`config.mk`:
```
export PLATFORM = sky130hd
export DESIGN_NAME = i2c_bus_guard
export DESIGN_NICKNAME = d
export VERILOG_FILES = /design/src/rtl/i2c_guard_pkg.sv /design/src/rtl/i2c_idle_timer.sv /design/src/rtl/i2c_recov_seq.sv /design/src/rtl/i2c_sda_delay.sv /design/src/rtl/i2c_bus_guard.sv
export SDC_FILE = /design/constraint.sdc
export NUM_CORES = 1
export LEC_CHECK = 0
export ABC_AREA = 1
export BUFFER_PORTS_ARGS = -buffer_cell sky130_fd_sc_hd__buf_2
export CORE_AREA = 2 2 88 90
export DETAILED_ROUTE_END_ITERATION = 10
export DIE_AREA = 0 0 90 92
export PLACE_DENSITY = 0.54
export SLEW_MARGIN = 20
export SYNTH_ARGS = -nofsm -noshare
export SYNTH_HDL_FRONTEND = slang
export SYNTH_SLANG_ARGS = --single-unit
export TNS_END_PERCENT = 1
```
`constraint.sdc`:
```
create_clock -name clk_i -period 5.2 [get_ports clk_i]
set_input_delay 1.04 -clock clk_i [delete_from_list [all_inputs] [get_ports clk_i]]
set_output_delay 1.04 -clock clk_i [all_outputs]
set_load 0.02 [all_outputs]
```
`src/rtl/i2c_guard_pkg.sv`:
```
package i2c_guard_pkg;
  typedef enum logic [1:0] {SEQ_IDLE, SEQ_LOW, SEQ_HIGH} seq_state_e;

  function automatic int unsigned hold_cycles(int unsigned base, int unsigned step, logic [1:0] code);
    return base + int'(code) * step;
  endfunction
endpackage

```
`src/rtl/i2c_idle_timer.sv`:
```
module i2c_idle_timer #(
  parameter int unsigned LONG_TICKS  = 1000000,
  parameter int unsigned SHORT_TICKS = 50000
) (
  input  logic clk_i,
  input  logic rst_ni,
  input  logic tick_i,
  input  logic fast_i,
  input  logic hold_i,
  input  logic restart_i,
  output logic timeout_o
);
  localparam int unsigned CW = $clog2(LONG_TICKS + 1);

  logic [CW-1:0] cnt_q;
  logic          expired_q;
  logic [CW-1:0] lim_m1;
  logic          run;

  assign lim_m1    = fast_i ? CW'(SHORT_TICKS - 1) : CW'(LONG_TICKS - 1);
  assign run       = !expired_q && !hold_i;
  assign timeout_o = run && tick_i && !restart_i && (cnt_q >= lim_m1);

  always_ff @(posedge clk_i or negedge rst_ni) begin
    if (!rst_ni) begin
      cnt_q     <= '0;
      expired_q <= 1'b0;
    end else if (hold_i || restart_i) begin
      cnt_q     <= '0;
      expired_q <= 1'b0;
    end else if (timeout_o) begin
      cnt_q     <= '0;
      expired_q <= 1'b1;
    end else if (run && tick_i) begin
      cnt_q <= cnt_q + 1'b1;
    end
  end

  // one action per quiet period
  assert_single_timeout_R4: assert property (@(posedge clk_i) disable iff (!rst_ni)
    timeout_o |=> !timeout_o);
endmodule

```
`src/rtl/i2c_recov_seq.sv`:
```
module i2c_recov_seq
  import i2c_guard_pkg::*;
#(
  parameter int unsigned HALF_TICKS = 5,
  parameter int unsigned NUM_PULSES = 9
) (
  input  logic clk_i,
  input  logic rst_ni,
  input  logic tick_i,
  input  logic start_i,
  input  logic sda_i,
  output logic active_o,
  output logic scl_low_o,
  output logic freed_o
);
  localparam int unsigned HW = $clog2(HALF_TICKS + 1);
  localparam int unsigned PW = $clog2(NUM_PULSES + 1);

  seq_state_e    state_q;
  logic [HW-1:0] hcnt_q;
  logic [PW-1:0] pcnt_q;
  logic          half_end;

  assign half_end  = tick_i && (hcnt_q == HW'(HALF_TICKS - 1));
  assign active_o  = (state_q != SEQ_IDLE);
  assign scl_low_o = (state_q == SEQ_LOW);
  assign freed_o   = (state_q == SEQ_HIGH) && half_end && sda_i;

  always_ff @(posedge clk_i or negedge rst_ni) begin
    if (!rst_ni) begin
      state_q <= SEQ_IDLE;
      hcnt_q  <= '0;
      pcnt_q  <= '0;
    end else begin
      case (state_q)
        SEQ_IDLE: if (start_i) begin
          state_q <= SEQ_LOW;
          hcnt_q  <= '0;
          pcnt_q  <= '0;
        end
        SEQ_LOW: if (half_end) begin
          state_q <= SEQ_HIGH;
          hcnt_q  <= '0;
        end else if (tick_i) begin
          hcnt_q <= hcnt_q + 1'b1;
        end
        SEQ_HIGH: if (half_end) begin
          hcnt_q <= '0;
          pcnt_q <= pcnt_q + 1'b1;
          // SCL has been released for a full half already: no self-made edge on exit
          if (sda_i || pcnt_q == PW'(NUM_PULSES - 1)) state_q <= SEQ_IDLE;
          else                                        state_q <= SEQ_LOW;
        end else if (tick_i) begin
          hcnt_q <= hcnt_q + 1'b1;
        end
        default: state_q <= SEQ_IDLE;
      endcase
    end
  end

  assert_pulse_bound_R6: assert property (@(posedge clk_i) disable iff (!rst_ni)
    pcnt_q <= PW'(NUM_PULSES));
  assert_exit_released_R6: assert property (@(posedge clk_i) disable iff (!rst_ni)
    $fell(active_o) |-> $past(state_q) == SEQ_HIGH);
endmodule

```
`src/rtl/i2c_sda_delay.sv`:
```
module i2c_sda_delay
  import i2c_guard_pkg::*;
#(
  parameter int unsigned BASE_CYC = 12,
  parameter int unsigned STEP_CYC = 2
) (
  input  logic       clk_i,
  input  logic       rst_ni,
  input  logic [1:0] sel_i,
  input  logic       req_i,
  output logic       out_o
);
  localparam int unsigned CW = $clog2(BASE_CYC + 3 * STEP_CYC + 1);

  logic [CW-1:0] cnt_q, tgt_q;
  logic          busy_q, pend_q;

  always_ff @(posedge clk_i or negedge rst_ni) begin
    if (!rst_ni) begin
      cnt_q  <= '0;
      tgt_q  <= '0;
      busy_q <= 1'b0;
      pend_q <= 1'b0;
      out_o  <= 1'b0;
    end else if (!busy_q) begin
      if (req_i != out_o) begin
        busy_q <= 1'b1;
        cnt_q  <= CW'(1);
        pend_q <= req_i;
        tgt_q  <= CW'(hold_cycles(BASE_CYC, STEP_CYC, sel_i));
      end
    end else if (cnt_q == tgt_q) begin
      out_o  <= pend_q;
      busy_q <= 1'b0;
      cnt_q  <= '0;
    end else begin
      cnt_q <= cnt_q + 1'b1;
    end
  end

  assert_out_after_count_R9: assert property (@(posedge clk_i) disable iff (!rst_ni)
    !$stable(out_o) |-> $past(busy_q && cnt_q == tgt_q));
endmodule

```
`src/rtl/i2c_bus_guard.sv`:
```
module i2c_bus_guard #(
  parameter int unsigned LONG_TICKS   = 1000000,
  parameter int unsigned SHORT_TICKS  = 50000,
  parameter int unsigned HALF_TICKS   = 5,
  parameter int unsigned NUM_PULSES   = 9,
  parameter int unsigned DLY_BASE_CYC = 12,
  parameter int unsigned DLY_STEP_CYC = 2
) (
  input  logic       clk_i,
  input  logic       rst_ni,
  input  logic       tick_i,
  input  logic       scl_i,
  input  logic       sda_i,
  input  logic       wd_disable_i,
  input  logic       wd_fast_i,
  input  logic [1:0] sda_dly_sel_i,
  input  logic       sda_req_i,
  output logic       bus_free_o,
  output logic       recov_active_o,
  output logic       scl_drive_low_o,
  output logic       sda_drive_low_o
);
  logic scl_q, sda_q;
  logic activity, timeout, freed;

  always_ff @(posedge clk_i or negedge rst_ni) begin
    if (!rst_ni) begin
      scl_q <= 1'b1;
      sda_q <= 1'b1;
    end else begin
      scl_q <= scl_i;
      sda_q <= sda_i;
    end
  end

  assign activity = (scl_i ^ scl_q) | (sda_i ^ sda_q);

  i2c_idle_timer #(.LONG_TICKS(LONG_TICKS), .SHORT_TICKS(SHORT_TICKS)) u_timer (
    .clk_i     (clk_i),
    .rst_ni    (rst_ni),
    .tick_i    (tick_i),
    .fast_i    (wd_fast_i),
    .hold_i    (wd_disable_i | recov_active_o),
    .restart_i (activity),
    .timeout_o (timeout)
  );

  i2c_recov_seq #(.HALF_TICKS(HALF_TICKS), .NUM_PULSES(NUM_PULSES)) u_seq (
    .clk_i     (clk_i),
    .rst_ni    (rst_ni),
    .tick_i    (tick_i),
    .start_i   (timeout & ~sda_i),
    .sda_i     (sda_i),
    .active_o  (recov_active_o),
    .scl_low_o (scl_drive_low_o),
    .freed_o   (freed)
  );

  i2c_sda_delay #(.BASE_CYC(DLY_BASE_CYC), .STEP_CYC(DLY_STEP_CYC)) u_dly (
    .clk_i  (clk_i),
    .rst_ni (rst_ni),
    .sel_i  (sda_dly_sel_i),
    .req_i  (sda_req_i),
    .out_o  (sda_drive_low_o)
  );

  always_ff @(posedge clk_i or negedge rst_ni) begin
    if (!rst_ni)                              bus_free_o <= 1'b0;
    else if (activity && !recov_active_o)     bus_free_o <= 1'b0;
    else if ((timeout && sda_i) || freed)     bus_free_o <= 1'b1;
  end

  assert_drive_in_recov_R5: assert property (@(posedge clk_i) disable iff (!rst_ni)
    scl_drive_low_o |-> recov_active_o);
  assert_free_excl_R7: assert property (@(posedge clk_i) disable iff (!rst_ni)
    !(bus_free_o && recov_active_o));
  assert_edge_clears_R8: assert property (@(posedge clk_i) disable iff (!rst_ni)
    (activity && !recov_active_o) |=> !bus_free_o);
  assert_disable_blocks_R3: assert property (@(posedge clk_i) disable iff (!rst_ni)
    (wd_disable_i && !recov_active_o) |=> (!recov_active_o && !$rose(bus_free_o)));
endmodule

```
==> qor.csv <==
metric;value;unit
outcome;completed;
synthesis.area;2830;sq um
p_sw_share;38.1;%
num_vias;2243;
cellPowerDensity;343;nW/um^2
synth_area_per_cell;7.99;sq um
power_frac_comb;35.9;%
drive_gt1_share;13.7;%
clk_path_buf_depth;2;
hold_class;reg2reg;
regArea;1100;sq um
p_int;0.657;mW
ys_ff_latch;44;
h-tree-depth;2;
grt_usage;15.2;%
die_h;92;um
grt_pass1_vias;2281;
std_cell_rows;32;
drt_first_pass_iters;4;
fin_nets;400;
post_cts_buffers;0;
rsz0062_at_grt;no;
min_path_cells;2;
io_buffers;13;
p_clk_share;22.1;%
postSynthNetCount;383;
ctsResizeCount;0;
fin_tns_setup;0;ns
final_hold_viol_count;0;
critPathLaunchType;input port;
final_antenna_net_count;0;
fin_ws;2.69;ns
wl_per_cell;12.2;um
slew_violations;0;
wirelength;5770;um
period_share;48.3;%
drtIter0Drc;67;
dpl_cell_area;2990;sq um
setup_viol;0;
die_area;8280;sq um
fin_area;3100;sq um
clock_skew;0.00585;ns
cts-root-buf;clkbuf_8;
r2r-start;u_seq.state_q[0]$_DFFE_PN0P_;
start_util;38.0;%
leakagePower;1.45;nW
ctsHoldBuffers;0;
antenna_found_initial;0;
clock-sinks;44;
cp_data_required_time;5.42;ns
clk_pin_slew;0.08;ns
yosys_warnings;0;
insertion_delay;0.29;ns
critical_path.startpoint;wd_fast_i;
synth_cell_types;38;
critPathKind;in2reg;
gr-total-overflow;0;
die_x;90;um
period_minus_slack;2.51;ns
slew_headroom;61.9;%
vdd_drop_max;229;uV
ios;14;
crit_path_end;u_timer.cnt_q[12]$_DFFE_PN0P_;
syn_inst;354;
cts_tree;yes;
endpoint_kind;flop;
nFillCells;802;
timing.rr.end;u_timer.cnt_q[9]$_DFFE_PN0P_;
syn2layout_area_growth;9.51;%
reg2reg_depth;11;
core_area;7450;sq um
diodes;0;
p_sw;0.405;mW
p_seq_share;42.0;%
r2r_setup_slack;3.09;ns
vias_per_cell;4.73;
cp.arrival;2.73;ns
max_freq;0.398;GHz
place_congestion;0.867;
ys_seq_area_share;39.0;%
dp_slack;2.39;ns
grt_max_degree;45;
drc;0;
worstHoldStart;u_seq.pcnt_q[3]$_DFFE_PN0P_;
hpwl;4330;um
grt_pass1_wl;10300;um
maxCapViolations;0;
p_total;1.06;mW
cts_buffers;5;
tightest_slew;0.571;ns
multiInputGateArea;1510;sq um
crit_fanout;10;
==> layer usage <==
| layer | routed length, um | GRT usage, % | share of wire, % | up-vias |
|---|---|---|---|---|
| li1 | - | - | - | 1179 |
| met1 | 2910 | 20.0 | 50 | 1025 |
| met2 | 2610 | 25.6 | 45 | 32 |
| met3 | 166 | 2.88 | 2.9 | 7 |
| met4 | 86 | 4.74 | 1.5 | 0 |
| met5 | 0 | 0 | 0 | - |
==> how the worst min path moves through the flow <==
stage / end
after floorplan: u_seq.pcnt_q[3]$_DFFE_PN0P_
after global placement: u_seq.pcnt_q[3]$_DFFE_PN0P_
after detailed placement: u_seq.pcnt_q[3]$_DFFE_PN0P_
after CTS: u_seq.pcnt_q[3]$_DFFE_PN0P_
after global routing: u_dly.tgt_q[4]$_DFFE_PN0P_
final: u_seq.pcnt_q[3]$_DFFE_PN0P_
==> cells in the final DEF, fill, tap and decap left out, types with 4 or more instances in the layout <==
master	instances
ha_1	19
a21oi_1	6
dfrtp_1	42
nand4_1	11
nor2_1	28
xor2_1	16
inv_1	45
xnor2_1	5
o21ai_1	5
nor3_1	9
clkbuf_8	7
o22ai_1	4
nand2_2	4
nand2_1	85
o21ai_0	15
nand3_1	22
inv_2	4
buf_2	12
==> power groups by stage <==
stage | sequential, mW | combinational, mW | clock (mW)
2_1_floorplan | 0.446 | 0.299 | 0
3_3_place_gp | 0.452 | 0.378 | 0
3_5_place_dp | 0.452 | 0.385 | 0
4_1_cts | 0.446 | 0.387 | 0.247
5_1_grt | 0.455 | 0.438 | 0.259
6_report | 0.446 | 0.381 | 0.234
==> area by class of cell <==
class | count | area share [%]
repair buffers | 13 | 2.18
multi-input cells | 257 | 48.7
flip-flops and latches | 44 | 35.6
inverters | 50 | 6.14
well taps | 102 | 4.12
clock buffers | 8 | 3.23
==> critical path: stages <==
cell	delay, ns
buf_2	0.14
ha_1	0.31
nand2_1	0.09
inv_1	0.04
a21oi_1	0.16
nand2_1	0.10
nor2_2	0.14
nand2_2	0.10
nand2_1	0.19
nand2_2	0.20
nor3_2	0.21
==> metrics by stage <==
step / cells / hold WS (ns) / utilization [%]
after floorplan: 354 / 0.442 / -
final: 474 / 0.490 / 41.6
after detailed placement: 466 / 0.472 / 40.2
after CTS: 474 / 0.491 / 41.5
after global routing: 474 / 0.545 / 41.6
after global placement: 466 / 0.470 / 40.2
==> state kept, by name (all words and copies together), names as in the netlist, 2 cells and up <==
name	cells
u_timer.cnt_q	20
u_dly.cnt_q	5
u_seq.pcnt_q	4
u_dly.tgt_q	3
u_seq.hcnt_q	3
u_seq.state_q	2
==> Yosys cell counts <==
| master | instances | area [sq um] |
|---|---|---|
| o21ai_1 | 5 | 25.0 |
| o21ai_2 | 3 | 26.3 |
| nor3_1 | 9 | 45.0 |
| a31oi_1 | 1 | 6.26 |
| nand3b_1 | 1 | 7.51 |
| nand3_2 | 2 | 20.0 |
| dfrtp_1 | 42 | 1050 |
| xor2_1 | 16 | 140 |
| nor3_2 | 3 | 30.0 |
| xnor2_1 | 5 | 43.8 |
| nand2_2 | 4 | 25.0 |
| inv_1 | 45 | 169 |
| nor2_2 | 2 | 12.5 |
| nand2_1 | 85 | 319 |
| o31ai_1 | 1 | 7.51 |
| nor2_1 | 28 | 105 |
| ha_1 | 19 | 238 |
| nor4_1 | 1 | 6.26 |
| or2_2 | 2 | 12.5 |
| nand4_1 | 11 | 68.8 |
| clkbuf_1 | 1 | 3.75 |
| a21oi_2 | 1 | 8.76 |
| nand2_4 | 3 | 33.8 |
| nor3b_2 | 1 | 12.5 |
| o21ai_0 | 15 | 75.1 |
| nand3_1 | 22 | 110 |
| mux2i_1 | 1 | 10.0 |
| inv_2 | 4 | 15.0 |
| buf_6 | 2 | 22.5 |
| nand3_4 | 1 | 17.5 |
| o21bai_1 | 1 | 7.51 |
| inv_4 | 1 | 6.26 |
| o2111ai_1 | 1 | 8.76 |
| dfstp_2 | 2 | 52.6 |
| o22ai_1 | 4 | 25.0 |
| a21oi_1 | 6 | 30.0 |
| o21a_1 | 1 | 7.51 |
| nor2_4 | 2 | 22.5 |
==> cells by family after synthesis <==
family,share of synthesized area [%]
xor+xnor,6.50
flops,39.0
mux,0.354
compound gates,8.05
simple gates,30.0
buf+inv,7.65
fa+ha+maj,8.41
(Power assumes the default switching activity.)
